`src/rtl/fpu_exc_pkg.sv`:
```
package fpu_exc_pkg;
   localparam int unsigned SW_W       = 16;
   localparam int unsigned NUM_EXC    = 6;
   localparam int unsigned TOP_BITS   = 3;
   localparam int unsigned BIT_IE     = 0;
   localparam int unsigned BIT_SF     = 6;
   localparam int unsigned BIT_ES     = 7;
   localparam int unsigned BIT_C0     = 8;
   localparam int unsigned BIT_C1     = 9;
   localparam int unsigned BIT_C2     = 10;
   localparam int unsigned BIT_TOP_LO = 11;
   localparam int unsigned BIT_C3     = 14;
   localparam int unsigned BIT_BUSY   = 15;

   typedef struct packed {
      logic c3;
      logic c2;
      logic c1;
      logic c0;
   } cc_t;
endpackage

```
`src/rtl/fes_sticky_bank.sv`:
```
module fes_sticky_bank #(
   parameter int unsigned EXC_W           = 6,
   parameter int unsigned INV_IDX         = 0,
   parameter bit          REPORT_OVER_CLR = 1'b1
) (
   input  logic             clk,
   input  logic             rst_n,
   input  logic [EXC_W-1:0] rpt,
   input  logic             sf_rpt,
   input  logic             clr,
   output logic [EXC_W-1:0] flags_q,
   output logic             sf_q
);
   if (INV_IDX >= EXC_W) begin : g_bad_idx
      $error("fes_sticky_bank: INV_IDX out of range");
   end

   logic [EXC_W-1:0] set_vec;

   always_comb begin
      set_vec          = rpt;
      set_vec[INV_IDX] = rpt[INV_IDX] | sf_rpt;
   end

   for (genvar i = 0; i < EXC_W; i++) begin : g_cell
      logic nxt;
      if (REPORT_OVER_CLR) begin : g_rpt_wins
         assign nxt = (clr ? 1'b0 : flags_q[i]) | set_vec[i];
      end else begin : g_clr_wins
         assign nxt = clr ? 1'b0 : (flags_q[i] | set_vec[i]);
      end
      always_ff @(posedge clk) begin
         if (!rst_n) flags_q[i] <= 1'b0;
         else        flags_q[i] <= nxt;
      end
   end

   always_ff @(posedge clk) begin
      if (!rst_n)                            sf_q <= 1'b0;
      else if (sf_rpt && REPORT_OVER_CLR)    sf_q <= 1'b1;
      else if (clr)                          sf_q <= 1'b0;
      else if (sf_rpt)                       sf_q <= 1'b1;
   end

   // a flag never drops without a clear
   p_sticky_r2: assert property (@(posedge clk) disable iff (!rst_n)
      !clr |=> ((flags_q & $past(flags_q)) == $past(flags_q)));

   // every reported flag is set after the edge
   p_report_lands_r2: assert property (@(posedge clk) disable iff (!rst_n)
      (REPORT_OVER_CLR && (|rpt)) |=> ((flags_q & $past(rpt)) == $past(rpt)));

   // stack fault implies invalid
   p_sf_implies_ie_r3: assert property (@(posedge clk) disable iff (!rst_n)
      sf_q |-> flags_q[INV_IDX]);
endmodule

```
`src/rtl/fes_ctrl_word.sv`:
```
module fes_ctrl_word #(
   parameter int unsigned CW_W     = 16,
   parameter logic [15:0] CW_RESET = 16'h037F,
   parameter logic [15:0] CW_WMASK = 16'h1F3F
) (
   input  logic            clk,
   input  logic            rst_n,
   input  logic            load,
   input  logic [CW_W-1:0] wdata,
   output logic [CW_W-1:0] cw_q
);
   if (CW_W != 16) begin : g_bad_w
      $error("fes_ctrl_word: CW_W must be 16");
   end

   localparam logic [CW_W-1:0] FIXED_MASK = ~CW_WMASK;
   localparam logic [CW_W-1:0] FIXED_VAL  = CW_RESET & FIXED_MASK;

   always_ff @(posedge clk) begin
      if (!rst_n)    cw_q <= CW_RESET;
      else if (load) cw_q <= (wdata & CW_WMASK) | FIXED_VAL;
   end

   // read-only bits keep their fixed value
   p_fixed_bits_r6: assert property (@(posedge clk) disable iff (!rst_n)
      (cw_q & FIXED_MASK) == FIXED_VAL);

   // no load, no change
   p_hold_r6: assert property (@(posedge clk) disable iff (!rst_n)
      !load |=> $stable(cw_q));
endmodule

```
`src/rtl/fes_status_pack.sv`:
```
module fes_status_pack
   import fpu_exc_pkg::*;
#(
   parameter int unsigned EXC_W = 6,
   parameter int unsigned TOP_W = 3
) (
   input  logic             clk,
   input  logic             rst_n,
   input  logic [EXC_W-1:0] flags,
   input  logic [EXC_W-1:0] masks,
   input  logic             sf,
   input  cc_t              cc,
   input  logic [TOP_W-1:0] top,
   input  logic             busy,
   output logic [15:0]      sw
);
   if (EXC_W != NUM_EXC || TOP_W != TOP_BITS) begin : g_bad_layout
      $error("fes_status_pack: layout needs 6 flags and 3 top bits");
   end

   logic es;
   assign es = |(flags & ~masks);

   assign sw = {busy, cc.c3, top, cc.c2, cc.c1, cc.c0, es, sf, flags};

   // summary needs an active flag
   p_es_needs_flag_r4: assert property (@(posedge clk) disable iff (!rst_n)
      sw[BIT_ES] |-> (|flags));

   // all masks set keeps summary low
   p_es_all_masked_r4: assert property (@(posedge clk) disable iff (!rst_n)
      (&masks) |-> !sw[BIT_ES]);
endmodule

```
`src/rtl/fpu_exc_status.sv`:
```
module fpu_exc_status
   import fpu_exc_pkg::*;
#(
   parameter int unsigned EXC_W           = 6,
   parameter int unsigned TOP_W           = 3,
   parameter logic [15:0] CW_RESET        = 16'h037F,
   parameter logic [15:0] CW_WMASK        = 16'h1F3F,
   parameter bit          REPORT_OVER_CLR = 1'b1
) (
   input  logic             clk,
   input  logic             rst_n,
   input  logic [EXC_W-1:0] exc_rpt,
   input  logic             stk_fault,
   input  logic             exc_clr,
   input  logic             cw_load,
   input  logic [15:0]      cw_wdata,
   input  logic             cc_we,
   input  logic [3:0]       cc_in,
   input  logic             top_we,
   input  logic [TOP_W-1:0] top_in,
   input  logic             busy_in,
   output logic [15:0]      sw_out,
   output logic [15:0]      cw_out,
   output logic             host_carry,
   output logic             host_parity,
   output logic             host_zero
);
   logic [EXC_W-1:0] flags_q;
   logic             sf_q;
   cc_t              cc_q;
   logic [TOP_W-1:0] top_q;

   fes_sticky_bank #(
      .EXC_W(EXC_W), .INV_IDX(BIT_IE), .REPORT_OVER_CLR(REPORT_OVER_CLR)
   ) u_bank (
      .clk(clk), .rst_n(rst_n), .rpt(exc_rpt), .sf_rpt(stk_fault),
      .clr(exc_clr), .flags_q(flags_q), .sf_q(sf_q)
   );

   fes_ctrl_word #(
      .CW_W(16), .CW_RESET(CW_RESET), .CW_WMASK(CW_WMASK)
   ) u_cw (
      .clk(clk), .rst_n(rst_n), .load(cw_load), .wdata(cw_wdata), .cw_q(cw_out)
   );

   always_ff @(posedge clk) begin
      if (!rst_n) begin
         cc_q  <= '0;
         top_q <= '0;
      end else begin
         if (cc_we)  cc_q  <= cc_t'(cc_in);
         if (top_we) top_q <= top_in;
      end
   end

   fes_status_pack #(
      .EXC_W(EXC_W), .TOP_W(TOP_W)
   ) u_pack (
      .clk(clk), .rst_n(rst_n), .flags(flags_q), .masks(cw_out[EXC_W-1:0]),
      .sf(sf_q), .cc(cc_q), .top(top_q), .busy(busy_in), .sw(sw_out)
   );

   assign host_carry  = sw_out[BIT_C0];
   assign host_parity = sw_out[BIT_C2];
   assign host_zero   = sw_out[BIT_C3];

   // condition codes hold without a write
   p_cc_hold_r7: assert property (@(posedge clk) disable iff (!rst_n)
      !cc_we |=> $stable({sw_out[BIT_C3], sw_out[BIT_C2:BIT_C0]}));

   // top pointer holds without a write
   p_top_hold_r8: assert property (@(posedge clk) disable iff (!rst_n)
      !top_we |=> $stable(sw_out[BIT_TOP_LO +: TOP_W]));
endmodule

```
`config.mk`:
```
export PLATFORM = sky130hd
export DESIGN_NAME = fpu_exc_status
export DESIGN_NICKNAME = d
export VERILOG_FILES = /design/src/rtl/fpu_exc_pkg.sv /design/src/rtl/fes_sticky_bank.sv /design/src/rtl/fes_ctrl_word.sv /design/src/rtl/fes_status_pack.sv /design/src/rtl/fpu_exc_status.sv
export SDC_FILE = /design/constraint.sdc
export NUM_CORES = 1
export LEC_CHECK = 0
export BUFFER_PORTS_ARGS = -buffer_cell sky130_fd_sc_hd__buf_2
export CORE_MARGIN = 2
export CORE_UTILIZATION = 30
export DETAILED_ROUTE_END_ITERATION = 16
export GPL_ROUTABILITY_DRIVEN = 0
export PLACE_DENSITY = 0.66
export SLEW_MARGIN = 20
export SYNTH_ARGS = -nofsm -noshare
export SYNTH_HDL_FRONTEND = slang
export SYNTH_HIERARCHICAL = 1
export SYNTH_SLANG_ARGS = --single-unit
```
`constraint.sdc`:
```
create_clock -name clk -period 2.35 [get_ports clk]
set_input_delay 0.47 -clock clk [delete_from_list [all_inputs] [get_ports clk]]
set_output_delay 0.47 -clock clk [all_outputs]
set_load 0.05 [all_outputs]
```
# After elaboration in Yosys (flattened, before gate mapping)
# Cells that the tools add are included.
dict set report totals {
  ff_bits 25
  memories 0
  latchBits 0
  output_inout_bits 35
  elab_cells 32
  romBits 0
  in_bits 37
  ram_bits 0
}
dict set report op_classes {
  mux 8
  multipliers 0
  bitwise_logic 9
  n_reduce_logical 2
  n_lt_le_gt_ge 0
  n_div 0
  shift 0
  n_eq_ne 0
  addsub 0
}
# operator count
set ops {}
lappend ops {{$mux 1} 8}
lappend ops {{$or 1x1->1} 7}
lappend ops {{$and 6x6->6} 1}
lappend ops {{$not 6->6} 1}
lappend ops {{$reduce_or 6->1} 1}
lappend ops {{$reduce_bool 2->1} 1}

# Depth between registers and ports, before layout
# Gate-level depths: netlist of the first run.
dict set report depth {
  ltp_word 3
  mapped_depth 4
  depth_no_buf 3
}

# Cells and area by module
# The synthesis of the first run kept the hierarchy.
# mod n_inst area_each_um2 cells_each
set by_module_without_submodules {}
lappend by_module_without_submodules {fes_ctrl_word 1 439.2 42}
lappend by_module_without_submodules {fpu_exc_status 1 284.0 25}
lappend by_module_without_submodules {fes_sticky_bank 1 237.7 21}
lappend by_module_without_submodules {fes_status_pack 1 167.7 26}

# Worst setup path after synthesis of the first run
# Ideal clock, no wire load.
dict set report synth_path {
  path_type {register -> output}
  startpoint {register u_cw.cw_q[0]}
  endpoint {output port sw_out[7]}
  stages_incl_launch_ff 4
  path_buffers 1
  arrival_ns 1.306
  path_slack_ns 0.574
  cell_sequence {dfxtp_1 -> o22ai_1 -> or3_1 -> buf_4}
}
dict set report synth_via {
  elab_chain_len 3
}
# element line_no
set synth_rtl {}
lappend synth_rtl {{start: declaration} fes_ctrl_word.sv:10} ;# output logic [CW_W-1:0] cw_q
lappend synth_rtl {{start signal: assignment} fes_ctrl_word.sv:21} ;# else if (load) cw_q <= (wdata & CW_WMASK) | FIXED_VAL;
lappend synth_rtl {{$not 6->6} fes_status_pack.sv:22} ;# assign es = |(flags & ~masks);
lappend synth_rtl {{$and 6x6->6} fes_status_pack.sv:22}
lappend synth_rtl {{$reduce_or 6->1} fes_status_pack.sv:22}
lappend synth_rtl {{end: declaration} fpu_exc_status.sv:22} ;# output logic [15:0] sw_out,
# Every way passes these cells.

# Worst setup path after layout of the first run
dict set report layout_path {
  startpoint {register u_bank.flags_q[0]}
  endpoint {output port sw_out[7]}
}
dict set report layout_via {
  elab_chain_len 2
}
# element line_no
set layout_rtl {}
lappend layout_rtl {{start: declaration} fes_sticky_bank.sv:11} ;# output logic [EXC_W-1:0] flags_q,
lappend layout_rtl {{start signal: indexed assignment} fes_sticky_bank.sv:34} ;# else flags_q[i] <= nxt;
lappend layout_rtl {{$and 6x6->6} fes_status_pack.sv:22}
lappend layout_rtl {{$reduce_or 6->1} fes_status_pack.sv:22}
# Every way passes these cells.

==> run summary, run 1 <==
post-cts resize count = 0
gr ovfl total = 0
Multi-input gate area = 414.1 sq um
sequential share of the synthesized area = 44.35%
Area contributors post-synth = dfxtp_1 44%, buf_4 17%, mux2i_1 16%, nor2b_1 9.4%, o21a_1 4.0%
Die W = 65.34 um
Pins Over Slew Limit = 0
top-area cell type share of the netlist area = 44.35%
Setup CP Type = reg2out
CTS tree = yes
Fmax achieved = 0.5635 GHz
critical path arrival = 1300 ps
share of cells above drive strength 1 = 41.18%
Synth Register Bits = 25
top_reg_cell synth = dfxtp_1
Num CTS Buffers = 3
Design Area, Final = 0.001339 sq mm
Nets = 191
Post-synth EDFFs = 0
Hold Crit Class = in2reg
CTS max path bufs = 2
Mapped Cells = 114
Layout area overhead = 18.62%
Max-cap violations = 0
most frequent cells after synthesis = 25 x buf_4, 25 x dfxtp_1, 18 x mux2i_1, 17 x nor2b_1, 8 x nand2_1
unrepaired setup endpoints after global routing = no
CTS Sinks = 25
largest net degree at the start of global routing = 26
PwrDens = 714.4 mW/mm^2
Clock power frac = 25.9%
dpl ws = 854.7 ps
Final min period = 1774 ps
first-pass GRT wire length = 3125 um
htree depth = 1
vias = 822
vias in the first global route = 694
Buffers on Ports = 59
Flop pwr share = 48.6%
Setup crit end kind = output pin
Ys Warns = 6
CP Data Required Time = 1880 ps
Wirelength per Cell = 10.28 um
core area = 0.003633 sq mm
area of the die = 0.004269 sq mm
status = finished clean
I/O pins = 72
cell internal pwr = 637.8 uW
Starting Density = 31.06%
final setup skew = 0 ps
peak supply drop = 180.5 uV
Final setup viols = 0
Synth cell types = 13
CTS clk-pin slew, worst paths = 80 ps
# diodes = 0
initial antenna violation count = 0
Initial DRT Pass Iterations = 4
clk root buf = clkbuf_8
Yosys top cell by area = dfxtp_1
final setup margin = 575.5 ps
Synth Cell Area = 0.001129 sq mm
fin crit share = 75.51%
drt initial violations = 15
Startpoint Class = register
drt drc = 0
ANT nets after route = 0
Post-CTS Hold Buffers = 0
Design Power = 956.5 uW
LEAKAGE = 0.0006895 uW
Post-CTS Setup Inserts = 0
Crit Path Max Fanout = 3
ys async rst share = 0%
final hold viol count = 0
GRT Total Usage = 9.538%
dpl cell area = 0.001292 sq mm
final WL = 2067 um
drt via density = 4.090
sequential cell area = 500.5 sq um
Sw Share = 33.32%
Clk Latency, worst-skew pair = 260 ps
Net Sw Power = 318.7 uW
row cnt = 22
Avg Cell Area, Syn = 9.900 sq um
DIE HEIGHT = 65.34 um
combinational power share = 25.5%
setup TNS = 0 ps
layout filler cell count = 397
detailed placer's ending HPWL = 1596 um
-- critical path: stages, from the launching register on --
cell,delay [ps]
dfxtp_1,340
inv_1,50
o22ai_1,80
or3_1,350
buf_2,220
-- path summary, 6_finish.rpt --
kind / start / end / slack [ps] / depth (start not counted)
setup / recovery: u_bank/flags_q[0]$_SDFF_PN0_ / sw_out[7] / 580 / 4
hold / removal: exc_rpt[1] / u_bank/flags_q[1]$_SDFF_PN0_ / 410 / 2
setup reg to reg: u_bank/flags_q[0]$_SDFF_PN0_ / u_bank/flags_q[0]$_SDFF_PN0_ / 1550 / 2
hold reg to reg: u_cw/cw_q[8]$_SDFFE_PN1P_ / u_cw/cw_q[8]$_SDFFE_PN1P_ / 480 / 2
-- cell families (layout without fill, tap and decap cells) --
group	after synthesis	count (layout)	synth area share, %
AOI/OAI and AO/OA	10	10	6.430
buffers and inverters	33	69	19.96
DFF	25	25	44.35
muxes	18	18	15.96
other	2	5	0.6654
and+or+nand+nor	26	26	12.64
-- power by group through the flow --
stage	clock network, uW	logic (uW)	registers [uW]
floorplan	0	183	511
global placement	0	245	475
detailed placement	0	246	476
CTS	265	246	466
global route	288	259	469
finish	248	244	465
-- metrics by stage --
stage	utilization [%]	hold WS [ps]	std cells
floorplan	-	483.9	117
global route	36.85	399.9	201
CTS	36.85	404.6	201
global placement	35.57	451.2	197
detailed placement	35.57	456.6	197
finish	36.85	412.3	201
-- flip-flops by register name, indices dropped and copies added (netlist names) --
name,cells
u_bank/flags_q,6
cc_q,4
u_bank/sf_q,1
top_q,3
u_cw/cw_q,11
-- routing by layer --
metal  track usage [%]  up-vias  wire length, um
met5                 0        -                0
met4             3.906        0               22
met3             3.082        4              239
met2             14.54       45              852
met1             12.39      359              952
li1                  -      414                -
-- final cells by class --
| type | count | area share [%] |
|---|---|---|
| flip-flops and latches | 25 | 37.38 |
| multi-input cells | 59 | 30.93 |
| clock inverters | 1 | 0.3738 |
| well taps | 48 | 4.486 |
| repair buffers | 59 | 22.06 |
| inverters | 6 | 1.682 |
| clock buffers | 3 | 3.084 |
-- layout by cell type (no fill, tap or decap) --
cell type | Yosys | final
conb_1 | 2 | 5
o22ai_1 | 3 | 3
clkbuf_8 | 0 | 3
o21a_1 | 6 | 6
inv_1 | 6 | 6
clkinv_2 | 0 | 1
dfxtp_1 | 25 | 25
nor2b_1 | 17 | 17
o31a_1 | 1 | 1
nand2_1 | 8 | 8
or3_1 | 1 | 1
mux2i_1 | 18 | 18
buf_2 | 0 | 59
(Power assumes the default switching activity.)
==> run 2, diff against run 1 <==
==> constraint.sdc (replaced) <==
create_clock -name clk -period 1.7 [get_ports clk]
set_input_delay 0.34 -clock clk [delete_from_list [all_inputs] [get_ports clk]]
set_output_delay 0.34 -clock clk [all_outputs]
set_load 0.05 [all_outputs]
==> run 2 against run 1 <==
Critical path depth is the same. Sequential share of layout area fell by 0.18 points. Critical path type unchanged. Critical endpoint unchanged. Wire length unchanged. Largest power group unchanged. Core utilization increased by 0.28 points.
==> run summary, run 2 (same netlist as run 1, synthesis figures left out) <==
Num CTS Buffers = 3 (unchanged)
DIE HEIGHT = 65.34 um (unchanged)
final hold viol count = 0 (unchanged)
critical path arrival = 1280 ps (-20 ps)
# diodes = 0 (unchanged)
WL met2 = 891 um (+4.6%)
row cnt = 22 (unchanged)
Clk Latency, worst-skew pair = 270 ps (about the same)
CTS Sinks = 25 (unchanged)
Metal-1 WL = 887 um (-6.8%)
Final min period = 1620 ps
detailed placer's ending HPWL = 1576 um (-1.2%)
share of cells above drive strength 1 = 41.83% (+0.65 points)
Pins Over Slew Limit = 0 (unchanged)
Initial DRT Pass Iterations = 4 (unchanged)
max FFs per register = 11 (unchanged)
Post-CTS Hold Buffers = 0 (unchanged)
GRT Total Usage = 9.429% (-0.11 points)
post-cts resize count = 0 (unchanged)
Largest regs = u_cw/cw_q: 11 flops, u_bank/flags_q: 6 flops, cc_q: 4 flops
htree depth = 1 (unchanged)
PwrDens = 993.1 mW/mm^2 (+39%)
drt drc = 0 (unchanged)
final setup skew = 0 ps (unchanged)
clk root buf = clkbuf_8
ANT nets after route = 0 (unchanged)
CTS clk-pin slew, worst paths = 90 ps (about the same)
gr ovfl total = 0 (unchanged)
I/O pins = 72 (unchanged)
Setup CP Type = reg2out
LEAKAGE = 0.0006872 uW (-0.33%)
most common cell after layout, fill and taps aside = buf_2
CP Data Required Time = 1360 ps (-520 ps)
peak supply drop = 553.4 uV (+210%)
Startpoint Class = register
commonest cells after routing, fill and taps aside = 58 x buf_2, 24 x dfxtp_1, 18 x mux2i_1, 17 x nor2b_1, 8 x nand2_1
final setup margin = 80.36 ps (-495.2 ps)
dpl ws = 339.1 ps (-515.6 ps)
first-pass GRT wire length = 3084 um (-1.3%)
core area = 0.003633 sq mm (unchanged)
setup TNS = 0 ps (unchanged)
CTS max path bufs = 2 (unchanged)
Crit Path Max Fanout = 3 (unchanged)
Final setup viols = 0 (unchanged)
Buffers on Ports = 59 (unchanged)
largest net degree at the start of global routing = 26 (unchanged)
Max-cap violations = 0 (unchanged)
Wirelength per Cell = 10.28 um (unchanged)
CTS tree = yes
fin crit share = 95.27%
Layout area overhead = 19.51%
unrepaired setup endpoints after global routing = no
Nets = 191 (unchanged)
vias in the first global route = 693 (-0.14%)
area of the die = 0.004269 sq mm (unchanged)
initial antenna violation count = 0 (unchanged)
Post-CTS Setup Inserts = 0 (unchanged)
status = finished clean
Fmax achieved = 0.6174 GHz
max layer used = met4
Setup crit end kind = output pin
vias = 810 (-1.5%)
routed wl met3 = 280 um (+17%)
Most flops, register = u_cw/cw_q
final WL = 2067 um (unchanged)
tightest hold margin = 272.4 ps (-139.9 ps)
Hold Crit Class = in2reg
Die W = 65.34 um (unchanged)
drt initial violations = 31 (+16)
drt via density = 4.030 (-1.5%)
Starting Density = 31.06% (unchanged)
## run 2: report_power, final
part / switching, uW / internal (uW)
clock network: 188 / 166
registers: 20.4 / 622
logic: 243 / 100
total: 451 / 888
## run 2: routing by layer
layer | GRT usage [%] | vias to the layer above
met5 | 0 | -
met4 | 2.344 | 0
met3 | 5.137 | 2
met2 | 14.80 | 47
met1 | 11.23 | 348
li1 | - | 413
## run 2: worst paths after layout
path              cells past startpoint                    startpoint                      endpoint  slack, ps
setup reg to reg                      2  u_bank/flags_q[0]$_SDFF_PN0_  u_bank/flags_q[0]$_SDFF_PN0_        910
hold reg to reg                       2     u_cw/cw_q[9]$_SDFFE_PN1P_     u_cw/cw_q[9]$_SDFFE_PN1P_        470
setup / recovery                      4  u_bank/flags_q[0]$_SDFF_PN0_                     sw_out[7]         80
hold / removal                        2                    exc_rpt[5]  u_bank/flags_q[5]$_SDFF_PN0_        270
## run 2: final cells by class
cell class              instances  area [sq um]
fillers                       405          2285
flip-flops and latches         25         501.7
multi-input cells              59         414.1
repair buffers                 59         301.5
well taps                      48         60.06
clock buffers                   3         41.29
inverters                       6         22.52
clock inverters                 1         7.507
## run 2: worst max-delay path, stage by stage (launching register included)
cell     delay (ps)
dfxtp_2         340
inv_1            50
o22ai_1          80
or3_1           380
buf_6           160
## run 2: through the flow
step           total power (uW)  instances  util, %  instance area [sq um]
6_report                   1339        201    37.12                   1349
5_1_grt                    1418        201    37.12                   1349
4_1_cts                    1368        201    36.91                   1341
3_5_place_dp              998.3        197    35.57                   1292
3_3_place_gp              994.7        197    35.57                   1292
2_1_floorplan             960.1        117        -                   1140
==> run 3, diff against run 2 <==
--- a/config.mk
+++ b/config.mk
@@ -7,10 +7,10 @@
 export LEC_CHECK = 0
 export BUFFER_PORTS_ARGS = -buffer_cell sky130_fd_sc_hd__buf_2
 export CORE_MARGIN = 2
-export CORE_UTILIZATION = 30
+export CORE_UTILIZATION = 41
 export DETAILED_ROUTE_END_ITERATION = 16
 export GPL_ROUTABILITY_DRIVEN = 0
-export PLACE_DENSITY = 0.66
+export PLACE_DENSITY = 0.84
 export SLEW_MARGIN = 20
 export SYNTH_ARGS = -nofsm -noshare
 export SYNTH_HDL_FRONTEND = slang
==> run 3 against run 2 <==
Clock power shrank 25%. Count of clock-buffer cells in the layout is the same. Core utilization increased by 14 points.
==> run summary, run 3 (same netlist as run 1, synthesis figures left out) <==
status = finished clean
initial antenna violation count = 0 (unchanged)
Final setup viols = 0 (unchanged)
Nets = 194 (+1.6%)
final setup margin = 25.97 ps (-54.39 ps)
CTS max path bufs = 2 (unchanged)
Crit Path Max Fanout = 2 (-1)
core area = 0.002686 sq mm (-26%)
tightest hold margin = 218.9 ps (-53.45 ps)
Largest regs = u_cw/cw_q: 11 flops, u_bank/flags_q: 6 flops, cc_q: 4 flops
Starting Density = 42.01% (+11 points)
detailed placer's ending HPWL = 1578 um (+0.12%)
drt via density = 4.513 (+12%)
peak supply drop = 573.7 uV (+3.7%)
Hold Startpoint = exc_rpt[2]
Pins Over Slew Limit = 0 (unchanged)
Num CTS Buffers = 3 (unchanged)
CTS clk-pin slew, worst paths = 150 ps (+60 ps)
Most flops, register = u_cw/cw_q
Initial DRT Pass Iterations = 3 (-1)
sequential cell area = 510.5 sq um (+1.7%)
unrepaired setup endpoints after global routing = yes
DIE HEIGHT = 56.47 um (-14%)
Post-CTS Hold Buffers = 0 (unchanged)
commonest cells after routing, fill and taps aside = 58 x buf_2, 18 x mux2i_1, 17 x nor2b_1, 17 x dfxtp_1
gr ovfl total = 0 (unchanged)
clk root buf = clkbuf_4
critical path startpoint = u_bank/flags_q[2]$_SDFF_PN0_
Setup CP Type = reg2out
share of cells above drive strength 1 = 51.92% (+10 points)
CP Data Required Time = 1360 ps (about the same)
Buffers on Ports = 59 (unchanged)
# diodes = 0 (unchanged)
largest net degree at the start of global routing = 26 (unchanged)
drt initial violations = 24 (-23%)
critical path arrival = 1330 ps (+50 ps)
Multi-input gate area = 431.7 sq um (+4.2%)
CTS Sinks = 25 (unchanged)
dpl ws = 324.1 ps (-14.96 ps)
Startpoint Class = register
area of the die = 0.003188 sq mm (-25%)
Wirelength per Cell = 11.13 um (+8.2%)
LEAKAGE = 0.0006954 uW (+1.2%)
final WL = 2081 um (+0.68%)
final hold viol count = 0 (unchanged)
first-pass GRT wire length = 3098 um (+0.45%)
row cnt = 19 (-14%)
setup TNS = 0 ps (unchanged)
most common cell after layout, fill and taps aside = buf_2
GRT Total Usage = 12.21% (+2.8 points)
worst r2r src = u_bank/flags_q[3]$_SDFF_PN0_
Layout area overhead = 20.62%
Final min period = 1674 ps (+54.39 ps)
Max-cap violations = 0 (unchanged)
PwrDens = 934.0 mW/mm^2 (-6.0%)
Setup crit end kind = output pin
drt drc = 0 (unchanged)
CTS tree = yes
final setup skew = 0 ps (unchanged)
I/O pins = 72 (unchanged)
ANT nets after route = 0 (unchanged)
Hold Crit Class = in2reg
vias in the first global route = 767 (+11%)
Clk Latency, worst-skew pair = 300 ps (+30 ps)
fin crit share = 98.47% (+3.2 points)
max FFs per register = 11 (unchanged)
Die W = 56.47 um (-14%)
htree depth = 1 (unchanged)
layout filler cell count = 268 (-34%)
Fmax achieved = 0.5974 GHz (-3.2%)
vias = 844 (+4.2%)
[run 3: cell count changes in the layout (fill, tap and decap cells not counted), sizes merged]
cell  before  now
buf       59   62
[run 3: per-layer routing]
layer	vias up	share of wire [%]	global-route usage [%]
li1	422	-	-
met1	389	38	12.39
met2	31	55	24.09
met3	2	6.1	1.152
met4	0	1.0	6.122
met5	-	0	0
[run 3: area by class of cell]
class | count | area share (%)
Clock inverter | 1 | 0.5515
Sequential cell | 25 | 37.50
Tap cell | 31 | 2.849
Inverter | 6 | 1.654
Timing Repair Buffer | 62 | 24.08
Multi-Input combinational cell | 59 | 31.71
Clock buffer | 3 | 1.654
[run 3: power by group]
| part | internal, uW | switching (uW) | total, uW |
|---|---|---|---|
| Combinational | 112 | 246 | 359 |
| Sequential | 625 | 22.6 | 648 |
| Clock | 89.6 | 176 | 265 |
| Total | 827 | 445 | 1270 |
[run 3: worst paths after layout]
kind                                   to  slack, ps  depth (start not counted)
max reg2reg  u_bank/flags_q[3]$_SDFF_PN0_        850                          3
min          u_bank/flags_q[2]$_SDFF_PN0_        220                          2
max                             sw_out[7]         30                          4
min reg2reg     u_cw/cw_q[3]$_SDFFE_PN1P_        510                          2
[run 3: critical path: stages, from the launching register on]
cell and delay (ps):
dfxtp_2 350, inv_2 50, o22ai_2 70, or3_4 390, buf_8 160
[run 3: metrics by stage]
stage               cell area [sq um]  instances  total power, uW  utilization [%]
CTS                              1318        185             1273            49.05
detailed placement               1271        180            996.5            47.32
floorplan                        1140        117            960.1                -
finish                           1361        187             1271            50.68
global route                     1361        187             1341            50.68
global placement                 1271        180            989.7            47.32
[run 3: what timing repair did]
| item | in CTS | in global routing |
|---|---|---|
| setup buffers | 1 | 2 |
| resized for setup | 4 | 14 |
| pin swaps | 1 | 3 |
| endpoints found under the setup margin | 1 | 1 |
